<file path="src/rtl/rmw_pkg.sv">
package rmw_pkg;

  typedef enum logic [2:0] {
    OP_SHL = 3'd0,
    OP_ROL = 3'd1,
    OP_SHR = 3'd2,
    OP_ROR = 3'd3,
    OP_INC = 3'd4,
    OP_DEC = 3'd5
  } rmw_op_e;

  localparam int unsigned RMW_OP_COUNT = 6;

  typedef enum logic [2:0] {
    ST_IDLE  = 3'd0,
    ST_READ  = 3'd1,
    ST_DUMMY = 3'd2,
    ST_WRITE = 3'd3,
    ST_ACC   = 3'd4
  } rmw_state_e;

endpackage

</file>
<file path="src/rtl/rmw_alu.sv">
module rmw_alu
  import rmw_pkg::*;
#(
  parameter int DATA_W = 8
) (
  input  rmw_op_e           op,
  input  logic [DATA_W-1:0] a,
  input  logic              cin,
  output logic [DATA_W-1:0] res,
  output logic              n_out,
  output logic              z_out,
  output logic              c_out
);

  localparam logic [DATA_W-1:0] ONE = {{(DATA_W-1){1'b0}}, 1'b1};

  always_comb begin
    res   = a;
    c_out = cin;
    case (op)
      OP_SHL: begin
        res   = {a[DATA_W-2:0], 1'b0};
        c_out = a[DATA_W-1];
      end
      OP_ROL: begin
        res   = {a[DATA_W-2:0], cin};
        c_out = a[DATA_W-1];
      end
      OP_SHR: begin
        res   = {1'b0, a[DATA_W-1:1]};
        c_out = a[0];
      end
      OP_ROR: begin
        res   = {cin, a[DATA_W-1:1]};
        c_out = a[0];
      end
      OP_INC: res = a + ONE;
      OP_DEC: res = a - ONE;
      default: begin
        res   = a;
        c_out = cin;
      end
    endcase
    n_out = res[DATA_W-1];
    z_out = (res == '0);
  end

endmodule

</file>
<file path="src/rtl/rmw_ctrl.sv">
module rmw_ctrl
  import rmw_pkg::*;
#(
  parameter int DATA_W = 8,
  parameter int ADDR_W = 16,
  parameter bit CMOS   = 1'b0
) (
  input  logic              clk,
  input  logic              rst,
  input  logic              start,
  input  logic [2:0]        op_sel,
  input  logic              acc_mode,
  input  logic [ADDR_W-1:0] eff_addr,
  input  logic [ADDR_W-1:0] pc,
  input  logic [DATA_W-1:0] acc_in,
  input  logic              carry_in,
  input  logic [DATA_W-1:0] bus_rdata,
  input  logic [DATA_W-1:0] alu_res,
  input  logic              alu_n,
  input  logic              alu_z,
  input  logic              alu_c,
  output rmw_op_e           alu_op,
  output logic [DATA_W-1:0] alu_a,
  output logic              alu_cin,
  output logic [ADDR_W-1:0] bus_addr,
  output logic              bus_we,
  output logic [DATA_W-1:0] bus_wdata,
  output logic              bus_act,
  output logic              busy,
  output logic              done,
  output logic [DATA_W-1:0] acc_out,
  output logic              acc_we,
  output logic              flag_n,
  output logic              flag_z,
  output logic              flag_c,
  output logic              flag_we
);

  rmw_state_e        state_q;
  rmw_op_e           op_q;
  logic              cin_q;
  logic [DATA_W-1:0] acc_q;
  logic [DATA_W-1:0] res_q;
  logic              n_q, z_q, c_q;

  logic op_known, op_step, acc_blocked, accept;

  always_comb begin
    op_known    = (32'(op_sel) < RMW_OP_COUNT);
    op_step     = (op_sel == OP_INC) || (op_sel == OP_DEC);
    acc_blocked = acc_mode && op_step && !CMOS;
    accept      = start && op_known && !acc_blocked && (state_q == ST_IDLE);
  end

  assign alu_op  = op_q;
  assign alu_cin = cin_q;
  assign alu_a   = (state_q == ST_ACC) ? acc_q : bus_rdata;
  assign busy    = (state_q != ST_IDLE);

  always_ff @(posedge clk) begin
    if (rst) begin
      state_q   <= ST_IDLE;
      op_q      <= OP_SHL;
      cin_q     <= 1'b0;
      acc_q     <= '0;
      res_q     <= '0;
      n_q       <= 1'b0;
      z_q       <= 1'b0;
      c_q       <= 1'b0;
      bus_addr  <= '0;
      bus_we    <= 1'b0;
      bus_wdata <= '0;
      bus_act   <= 1'b0;
      done      <= 1'b0;
      acc_out   <= '0;
      acc_we    <= 1'b0;
      flag_n    <= 1'b0;
      flag_z    <= 1'b0;
      flag_c    <= 1'b0;
      flag_we   <= 1'b0;
    end else begin
      done    <= 1'b0;
      acc_we  <= 1'b0;
      flag_we <= 1'b0;
      case (state_q)
        ST_IDLE: begin
          if (accept) begin
            op_q    <= rmw_op_e'(op_sel);
            cin_q   <= carry_in;
            acc_q   <= acc_in;
            bus_act <= 1'b1;
            bus_we  <= 1'b0;
            if (acc_mode) begin
              bus_addr <= pc;
              state_q  <= ST_ACC;
            end else begin
              bus_addr <= eff_addr;
              state_q  <= ST_READ;
            end
          end
        end
        ST_READ: begin
          res_q     <= alu_res;
          n_q       <= alu_n;
          z_q       <= alu_z;
          c_q       <= alu_c;
          bus_we    <= !CMOS;
          bus_wdata <= bus_rdata;
          state_q   <= ST_DUMMY;
        end
        ST_DUMMY: begin
          bus_we    <= 1'b1;
          bus_wdata <= res_q;
          state_q   <= ST_WRITE;
        end
        ST_WRITE: begin
          bus_act <= 1'b0;
          bus_we  <= 1'b0;
          done    <= 1'b1;
          flag_we <= 1'b1;
          flag_n  <= n_q;
          flag_z  <= z_q;
          flag_c  <= c_q;
          state_q <= ST_IDLE;
        end
        ST_ACC: begin
          bus_act <= 1'b0;
          done    <= 1'b1;
          acc_we  <= 1'b1;
          acc_out <= alu_res;
          flag_we <= 1'b1;
          flag_n  <= alu_n;
          flag_z  <= alu_z;
          flag_c  <= alu_c;
          state_q <= ST_IDLE;
        end
        default: state_q <= ST_IDLE;
      endcase
    end
  end

endmodule

</file>
<file path="src/rtl/rmw_unit.sv">
module rmw_unit
  import rmw_pkg::*;
#(
  parameter int DATA_W = 8,
  parameter int ADDR_W = 16,
  parameter bit CMOS   = 1'b0
) (
  input  logic              clk,
  input  logic              rst,
  input  logic              start,
  input  logic [2:0]        op_sel,
  input  logic              acc_mode,
  input  logic [ADDR_W-1:0] eff_addr,
  input  logic [ADDR_W-1:0] pc,
  input  logic [DATA_W-1:0] acc_in,
  input  logic              carry_in,
  input  logic [DATA_W-1:0] bus_rdata,
  output logic [ADDR_W-1:0] bus_addr,
  output logic              bus_we,
  output logic [DATA_W-1:0] bus_wdata,
  output logic              bus_act,
  output logic              busy,
  output logic              done,
  output logic [DATA_W-1:0] acc_out,
  output logic              acc_we,
  output logic              flag_n,
  output logic              flag_z,
  output logic              flag_c,
  output logic              flag_we
);

  rmw_op_e           alu_op;
  logic [DATA_W-1:0] alu_a;
  logic              alu_cin;
  logic [DATA_W-1:0] alu_res;
  logic              alu_n, alu_z, alu_c;

  rmw_alu #(.DATA_W(DATA_W)) u_alu (
    .op    (alu_op),
    .a     (alu_a),
    .cin   (alu_cin),
    .res   (alu_res),
    .n_out (alu_n),
    .z_out (alu_z),
    .c_out (alu_c)
  );

  rmw_ctrl #(.DATA_W(DATA_W), .ADDR_W(ADDR_W), .CMOS(CMOS)) u_ctrl (
    .clk       (clk),
    .rst       (rst),
    .start     (start),
    .op_sel    (op_sel),
    .acc_mode  (acc_mode),
    .eff_addr  (eff_addr),
    .pc        (pc),
    .acc_in    (acc_in),
    .carry_in  (carry_in),
    .bus_rdata (bus_rdata),
    .alu_res   (alu_res),
    .alu_n     (alu_n),
    .alu_z     (alu_z),
    .alu_c     (alu_c),
    .alu_op    (alu_op),
    .alu_a     (alu_a),
    .alu_cin   (alu_cin),
    .bus_addr  (bus_addr),
    .bus_we    (bus_we),
    .bus_wdata (bus_wdata),
    .bus_act   (bus_act),
    .busy      (busy),
    .done      (done),
    .acc_out   (acc_out),
    .acc_we    (acc_we),
    .flag_n    (flag_n),
    .flag_z    (flag_z),
    .flag_c    (flag_c),
    .flag_we   (flag_we)
  );

endmodule

</file>
<file path="config.mk">
export PLATFORM = sky130hd
export DESIGN_NAME = rmw_unit
export DESIGN_NICKNAME = d
export VERILOG_FILES = /design/src/rtl/rmw_pkg.sv /design/src/rtl/rmw_alu.sv /design/src/rtl/rmw_ctrl.sv /design/src/rtl/rmw_unit.sv
export SDC_FILE = /design/constraint.sdc
export NUM_CORES = 1
export LEC_CHECK = 0
export BUFFER_PORTS_ARGS = -buffer_cell sky130_fd_sc_hd__buf_2
export CAP_MARGIN = 20
export CORE_MARGIN = 8
export CORE_UTILIZATION = 38
export CTS_BUF_LIST = sky130_fd_sc_hd__clkbuf_8
export DETAILED_ROUTE_END_ITERATION = 16
export GPL_TIMING_DRIVEN = 0
export SYNTH_ARGS = -nofsm -noshare
export SYNTH_HDL_FRONTEND = slang
export SYNTH_HIERARCHICAL = 1
export SYNTH_SLANG_ARGS = --single-unit
</file>
<file path="constraint.sdc">
create_clock -name clk -period 6.1 [get_ports clk]
set_input_delay 0.61 -clock clk [delete_from_list [all_inputs] [get_ports clk]]
set_output_delay 0.61 -clock clk [all_outputs]
set_load 0.01 [all_outputs]
</file>
# Yosys cells after proc, flatten, opt, wreduce, memory -nomap -nowiden
# Index checks and enable logic that the tools add are counted.
dict set report op_classes {
  mux 17
  reduce_logical 21
  n_lt_le_gt_ge 1
  eq_ne 12
  n_addsub 2
}
# cell count
set op_table {}
lappend op_table {{8-bit one-hot mux with 6 select lines} 1}
lappend op_table {{16-bit 2-to-1 mux} 1}
lappend op_table {{8-bit one-hot mux with 2 select lines} 1}
lappend op_table {{3-bit equality test (second input constant)} 5}
lappend op_table {{3-bit by 2-bit equality test with 1-bit output (second input constant)} 4}
lappend op_table {{1-bit one-hot mux with 2 select lines} 5}
lappend op_table {{3-bit one-hot mux with 3 select lines} 1}
lappend op_table {{8-bit by 1-bit adder with 8-bit output (second input constant)} 1}
lappend op_table {{8-bit zero test} 1}
lappend op_table {{8-bit 2-to-1 mux} 1}
lappend op_table {{2-bit OR reduction} 4}
lappend op_table {{8-bit by 1-bit subtractor with 8-bit output (second input constant)} 1}
lappend op_table {{3-bit by 1-bit equality test with 1-bit output (second input constant)} 2}
lappend op_table {{3-bit zero test} 2}
lappend op_table {{3-bit 2-to-1 mux} 2}
lappend op_table {{2-bit AND reduction} 3}
lappend op_table {{2-bit nonzero test} 3}
lappend op_table {{3-bit nonzero test} 2}
lappend op_table {{1-bit logical AND} 4}
lappend op_table {{1-bit 2-to-1 mux} 4}
lappend op_table {{3-bit < comparator (second input constant)} 1}
lappend op_table {{1-bit one-hot mux with 3 select lines} 1}
lappend op_table {{2-bit by 1-bit != test with 1-bit output (second input constant)} 1}
lappend op_table {{1-bit zero test} 1}
lappend op_table {{1-bit logical OR} 1}
dict set report totals {
  ff_bits 65
  out_inout_bits 41
  word_cells 71
}

# Longest topological paths before layout
# Gate-level depths: netlist (run 1).
dict set report depth {
  ltp_word 8
  ltp_mapped 16
  mapped_depth_nobuf 13
}

# By module
# The synthesis (run 1) kept the hierarchy.
# module area_per_inst_um2 seq_area_each_um2 cells_per_inst instances
set by_module_without_submodules {}
lappend by_module_without_submodules {rmw_ctrl 2782.7 1301.2 330 1}
lappend by_module_without_submodules {rmw_alu 614.3 0.0 72 1}

# Least setup slack after synthesis (run 1)
# No wires, ideal clock.
dict set report synth_path {
  path_type {reg-to-reg}
  startpoint {register u_ctrl.state_q[0]}
  endpoint {register u_ctrl.flag_z}
  t_arrival_ns 3.427
  setup_time_ns 0.078
  n_path_buf 3
  required_time_ns 6.022
  stages_incl_launch_ff 17
  period_less_slack_ns 3.505
  slack_ns 2.595
  path_cell_list {dfxtp_1 -> buf_2 -> or3b_1 -> clkbuf_1 -> nand2_1 -> nand2_1 -> clkbuf_1 -> xnor2_1 -> ha_1 -> a21oi_1 -> a211oi_1 -> a211oi_2 -> xnor2_1 -> mux4_2 -> nor4_2 -> o22ai_1 -> nor3_1}
}
dict set report synth_between {
  elab_chain_cells 6
  word_cells_on_any_way 9
  classes_between {2 x add/sub; 2 x eq/ne; 3 x mux; 2 x reduce/logical}
}
# element line
set synth_lines {}
lappend synth_lines {{start: declaration} rmw_ctrl.sv:39} ;# rmw_state_e state_q;
lappend synth_lines {{start signal: assignment} rmw_ctrl.sv:62} ;# state_q <= ST_IDLE;
lappend synth_lines {{start signal: assignment} rmw_ctrl.sv:95} ;# state_q <= ST_ACC;
lappend synth_lines {{start signal: assignment} rmw_ctrl.sv:98} ;# state_q <= ST_READ;
lappend synth_lines {{3-bit equality test (*)} rmw_ctrl.sv:57} ;# assign alu_a = (state_q == ST_ACC) ? acc_q : bus_rdata;
lappend synth_lines {{8-bit 2-to-1 mux (*)} rmw_ctrl.sv:57}
lappend synth_lines {{net alu_a[1]} rmw_unit.sv:33} ;# logic [DATA_W-1:0] alu_a;
lappend synth_lines {{8-bit by 1-bit subtractor with 8-bit output / 8-bit by 1-bit adder with 8-bit output (equally long branches)} {rmw_alu.sv:38, rmw_alu.sv:37}}
lappend synth_lines {{8-bit one-hot mux with 6 select lines (*)} rmw_alu.sv:20} ;# case (op)
lappend synth_lines {{net alu_res[6]} rmw_unit.sv:35} ;# logic [DATA_W-1:0] alu_res;
lappend synth_lines {{8-bit zero test (*)} rmw_alu.sv:45} ;# z_out = (res == '0);
lappend synth_lines {{net alu_z} rmw_unit.sv:36} ;# logic alu_n, alu_z, alu_c;
lappend synth_lines {{1-bit one-hot mux with 2 select lines (*)} rmw_ctrl.sv:85} ;# case (state_q)
lappend synth_lines {{end signal: assignment} rmw_ctrl.sv:122} ;# flag_z <= z_q;
lappend synth_lines {{end signal: assignment} rmw_ctrl.sv:133} ;# flag_z <= alu_z;
lappend synth_lines {{end: declaration} rmw_ctrl.sv:34} ;# output logic flag_z,
# The timed path passes the listed nets; every way through them passes the cells marked *.
# A chain may end at the register's enable or synchronous reset.

# Worst setup path in the final report (run 1)
# Same ends and word-level chain as after synthesis.

==> results of run 1 <==
-- power by group through the flow --
stage / sequential (mW) / combinational, mW / clock, mW
detailed placement: 0.480 / 0.220 / 0
global route: 0.474 / 0.242 / 0.351
CTS: 0.471 / 0.221 / 0.332
global placement: 0.480 / 0.217 / 0
finish: 0.470 / 0.219 / 0.325
floorplan: 0.488 / 0.135 / 0
-- kinds of logic (layout without fill, tap and decap cells) --
family	Yosys count	count (layout)	synth area share (%)
buf+inv	41	150	6.666
mux	34	34	11.97
fa+ha+maj	5	5	1.805
xor+xnor	8	8	2.063
simple gates	151	151	21.29
compound gates	98	98	17.90
flops	65	65	38.31
-- layout make-up --
type                            count  area, um2  area share [%]
Inverter                            5      21.27          0.5097
Sequential cell                    65       1301           31.18
Timing Repair Buffer               94      470.5           11.27
Clock buffer                       10      137.6           3.298
Multi-Input combinational cell    296       1869           44.80
Buffer                             36      205.2           4.918
Clock inverter                      5      32.53          0.7796
Tap cell                          108      135.1           3.238
-- flip-flops by register name (all words and copies together) (netlist names) --
name and count:
u_ctrl/acc_out 8, u_ctrl/acc_q 8, u_ctrl/acc_we 1, u_ctrl/alu_cin 1, u_ctrl/alu_op 3, u_ctrl/bus_act 1
u_ctrl/bus_addr 16, u_ctrl/bus_wdata 8, u_ctrl/bus_we 1, u_ctrl/c_q 1, u_ctrl/flag_c 1, u_ctrl/flag_n 1
u_ctrl/flag_we 1, u_ctrl/flag_z 1, u_ctrl/n_q 1, u_ctrl/res_q 8, u_ctrl/state_q 3, u_ctrl/z_q 1
-- worst paths after layout --
path / slack [ns] / endpoint
worst max register to register: 1.94 / u_ctrl/flag_z
worst min-delay path: 0.45 / u_ctrl/acc_out[2]
worst max-delay path: 1.94 / u_ctrl/flag_z
worst min register to register: 0.45 / u_ctrl/acc_out[2]
-- critical path: stages (launching register included) --
cell and delay [ns]:
dfxtp_1 0.37, buf_2 0.20, or3b_1 0.17, clkbuf_1 0.48
nand2_1 0.12, nand2_1 0.08, clkbuf_1 0.27, xnor2_1 0.17
ha_1 0.24, a21oi_1 0.08, a211oi_1 0.41, a211oi_2 0.14
xnor2_1 0.16, mux4_2 0.51, nor4_2 0.34, o22ai_1 0.15
nor3_1 0.17
-- layout by cell type (no fill, tap or decap), types with 2 or more instances in the layout --
cell type	n
nor3b_1	3
nand2_1	104
inv_1	4
o21ai_0	11
buf_2	104
clkinv_2	2
clkbuf_1	13
o21ai_2	2
buf_4	8
clkbuf_8	10
a31oi_1	11
o211ai_1	4
nand2b_1	4
and2_1	5
xnor2_1	7
mux4_2	4
nand4_1	2
or3b_1	2
nor2_1	6
ha_1	4
mux2i_1	29
a211oi_1	19
dfxtp_1	65
clkinvlp_4	3
nor3_1	7
o22ai_1	4
a21oi_1	38
nor2b_1	4
buf_6	2
-- per-layer routing --
layer / up-vias / wire, um / track usage, %
li1: 1616 / - / -
met1: 1459 / 4666 / 19.62
met2: 75 / 4582 / 25.60
met3: 13 / 435 / 3.571
met4: 0 / 129 / 5.225
met5: - / 0 / 0
==> reports/results.tsv, run 1 <==
metric	value	unit
intPower	0.7048	mW
fin_cells	619	
wl_per_cell	15.85	um
port_buffers	94	
required	6.36	ns
start_util	39.14	%
setup_tns	0	ns
synth-edff-count	0	
async_flop_share	0	%
startpoint	u_ctrl/state_q[0]	
synth_area_leaders	dfxtp_1, nand2_1, mux2i_1	
cts_root_buf	clkbuf_8	
die_y	110.6	um
place_ws	2.044	ns
dieArea	12220	um2
p_leak	1.811	nW
timing.final.ws_setup	1.944	ns
drive_above_1_share	28.77	%
fin_crit_sh	68.14	%
gr-usage-all-layers	15.62	%
relSlewSlack	59.95	%
fin_crit	4.156	ns
antenna_cells	0	
fin_nets	567	
grt_pass1_wl	16.01	mm
cts_sinks	65	
seq_area_frac_synth	38.31	%
placed_cell_area	4003	um2
synth_area_per_cell	8.450	um2
gp_congestion	0.8701	
detail-route-antenna-nets	0	
hpwl	7.552	mm
die_width	110.6	um
htree_levels	3	
grt_pass1_vias	3195	
setup_viol	0	
nFillCells	917	
crit_arrival	4.42	ns
outcome	finished, final reports clean	
rr_worst_depth	16	
path_class	flop to flop	
clkPwrFrac	32.0	%
cp_max_fo	10	
synth.largest_area_cell	dfxtp_1	
drv_slew	0	
p_comb_share	21.6	%
grt_max_degree	12	
core.rowCount	34	
synth_ff_type	dfxtp_1	
total_switching_power	0.3099	mW
clk_latency	0.34	ns
ys_types	56	
yosysMostFrequentCell	nand2_1	
design_area	4173	um2
ir_worst_vdd	0.09489	mV
wirelength	9.814	mm
final_core_util	48.08	%
hold_path_depth	2	
maxCapViolations	0	
drc	0	
hp-class	flop to flop	
worst_pin_slew	0.6007	ns
pin_count	97	
hold_viol	0	
cts_resized	0	
grt_overflow_total	0	
fmax	240.6	MHz
first_iter_violations	149	
holdWs	0.4537	ns
r2r-start	u_ctrl/state_q[0]	
synth_top_area_share	38.31	%
finClkSkew	0.01210	ns
cts_setup_buffers	0	
syn_nets	462	
vias	3163	
rsz0062_at_grt	false	
area_delta_synth_final	22.84	%
yosysWarnings	6	
end_kind	flop	
ctsHoldBuffers	0	
critPathLaunchType	flop	
p_total	1.015	mW
dp.cells	604	
netlist_instances	402	
cts_tree	yes	
synth_common_cells	nand2_1, dfxtp_1, a21oi_1	
hp-start	u_ctrl/acc_out[2]	
synth-seq-cells	65	
clk_pin_slew	0.07	ns
cts_buffers	9	
clockBufferDepth	2	
via_per_inst	5.110	
p_per_area	243.2	nW/um2
swShare	30.54	%
core_area	8678	um2
p_seq_share	46.4	%
synth_area	3397	um2
antenna_found_initial	0	
first_pass_iters	4	
(Power assumes the default switching activity.)
==> inputs of run 2 (changes only) <==
- clock period: 6.1 -> 4.3 ns (I/O delays scaled with it)
==> reports/results.tsv, run 2 (synthesized netlist as in run 1, its figures left out) <==
metric	value	unit	change
antenna_found_initial	0		unchanged
rsz0062_at_grt	false		
met1_usage	19.62	%	unchanged
cts_setup_buffers	0		unchanged
first_iter_violations	155		+4.0%
placed_cell_area	4003	um2	unchanged
start_util	39.14	%	unchanged
cp_max_fo	10		unchanged
dieArea	12220	um2	unchanged
cts_buffers	9		unchanged
area_delta_synth_final	22.73	%	about the same
cts_tree	yes		
fin_nets	566		-0.18%
hold_viol	0		unchanged
critPathLaunchType	flop		
grt_max_degree	12		unchanged
worst_pin_slew	0.5913	ns	-0.009360 ns
ctsHoldBuffers	0		unchanged
gp_congestion	0.8701		unchanged
wl_per_cell	15.85	um	about the same
p_comb_share	21.6	%	about the same
hpwl	7.552	mm	unchanged
relSlewSlack	60.58	%	+0.62 points
fmax	246.8	MHz	+2.6%
timing.rr.end	u_ctrl/flag_z		
met3_usage	3.571	%	unchanged
largest_reg_flops	16		unchanged
grt_pass1_wl	16.01	mm	unchanged
grt.busiest_layer	met2		
grt_overflow_total	0		unchanged
multi_input_area	1869	um2	unchanged
die_y	110.6	um	unchanged
wirelength	9.796	mm	-0.18%
crit_arrival	4.32	ns	-0.10 ns
clk_pin_slew	0.08	ns	about the same
crit_chain	buf_2 -> nor3b_1 -> buf_2 -> nand2_1 -> nand2_1 -> clkbuf_1 -> xnor2_1 -> ha_1 -> a21oi_1 -> a211oi_1 -> a211oi_2 -> xnor2_1 -> mux4_2 -> nor4_2 -> o22ai_1 -> nor3_1		
slowest_delay	0.51	ns	about the same
p_seq_share	46.4	%	about the same
p_per_area	345.0	nW/um2	+42%
r2r_setup_slack	0.25	ns	-1.69 ns
maxCapViolations	0		unchanged
setup_viol	0		unchanged
setup_tns	0	ns	unchanged
htree_levels	3		unchanged
cts_sinks	65		unchanged
r2r-start	u_ctrl/state_q[2]		
vias	3162		-0.032%
top_register	u_ctrl/bus_addr		
startpoint	u_ctrl/state_q[2]		
p_leak	1.809	nW	about the same
antenna_cells	0		unchanged
design_area	4169	um2	about the same
detail-route-antenna-nets	0		unchanged
ir_worst_vdd	0.1353	mV	+43%
clkPwrFrac	32.0	%	about the same
via_per_inst	5.117		+0.13%
first_pass_iters	4		unchanged
total_switching_power	0.4388	mW	+42%
pin_count	97		unchanged
cts_resized	0		unchanged
grt_pass1_vias	3195		unchanged
intPower	0.9996	mW	+42%
nFillCells	917		unchanged
clk_latency	0.34	ns	about the same
dp.cells	604		unchanged
fin_crit_sh	94.22	%	+26 points
hp-class	primary input to flop		
die_width	110.6	um	unchanged
rr_worst_depth	16		unchanged
gr-usage-met2	25.60	%	unchanged
fin_crit	4.051	ns	-0.1051 ns
end_kind	flop		
drc	0		unchanged
crit_path_end	u_ctrl/flag_z		
drv_slew	0		unchanged
required	4.57	ns	-1.79 ns
port_buffers	94		unchanged
slowest_stage	mux4_2		
swShare	30.51	%	-0.035 points
drive_above_1_share	28.82	%	+0.056 points
gr-usage-all-layers	15.62	%	unchanged
seq_area	1301	um2	unchanged
clockBufferDepth	2		unchanged
core.rowCount	34		unchanged
cts_root_buf	clkbuf_8		
finClkSkew	0.01195	ns	-0.0001564 ns
core_area	8678	um2	unchanged
fin_cells	618		-0.16%
outcome	finished, final reports clean		
final_cell_mix	buf_2, nand2_1, dfxtp_1		
path_class	flop to flop		
## run 2: changes by cell type in the layout (fill, tap and decap cells not counted)
cell | before | now
clkbuf_1 | 13 | 12
## run 2: worst min path at each step
stage / start / cells past startpoint / slack (ns) / to
2_1_floorplan: u_ctrl/res_q[0] / 2 / 0.43 / u_ctrl/res_q[0]
3_3_place_gp: u_ctrl/res_q[5] / 2 / 0.44 / u_ctrl/res_q[5]
3_5_place_dp: u_ctrl/acc_out[4] / 2 / 0.45 / u_ctrl/acc_out[4]
4_1_cts: acc_in[0] / 3 / 0.32 / u_ctrl/acc_q[0]
5_1_grt: acc_in[5] / 3 / 0.34 / u_ctrl/acc_q[5]
6_report: acc_in[5] / 3 / 0.33 / u_ctrl/acc_q[5]
## run 2: critical path, delay by kind of cell, from the launching register on
kind | cells | cell delay, ns
AND/OR/NAND/NOR | 5 | 0.90
buffers and inverters | 3 | 0.78
AO/OA/AOI/OAI | 4 | 0.78
multiplexers | 1 | 0.51
flip-flops | 1 | 0.43
XOR/XNOR | 2 | 0.33
adder cells (fa/ha/maj) | 1 | 0.24
## run 2: cell type report
cell class	count	share of cell area, %
buffer	35	4.832
multi-input combinational	296	44.84
tap	108	3.241
clock inverter	5	0.7803
clock buffer	10	3.301
inverter	5	0.5102
timing repair buffer	94	11.28
sequential	65	31.21
## run 2: through the flow
step	utilization, %	hold WS (ns)	setup WS, ns	total power, mW
final	48.04	0.3276	0.2487	1.438
after floorplan	-	0.4332	0.7950	0.8830
after global placement	46.12	0.4379	0.2183	0.9886
after global routing	48.04	0.3396	0.002303	1.514
after detailed placement	46.12	0.4467	0.2436	0.9937
after CTS	48.08	0.3230	0.2135	1.452
## run 2: power groups by stage
stage | logic [mW] | clock network [mW] | registers, mW
final | 0.311 | 0.460 | 0.667
after floorplan | 0.191 | 0 | 0.692
after global placement | 0.308 | 0 | 0.680
after detailed placement | 0.313 | 0 | 0.681
after global routing | 0.343 | 0.498 | 0.673
after CTS | 0.313 | 0.471 | 0.667
## run 2: per-layer routing
metal,part of all wire (%),wire (um),vias up
met4,1.3,129,0
met5,0,0,-
met1,47,4651,1454
li1,-,-,1615
met3,4.7,465,13
met2,46,4550,80
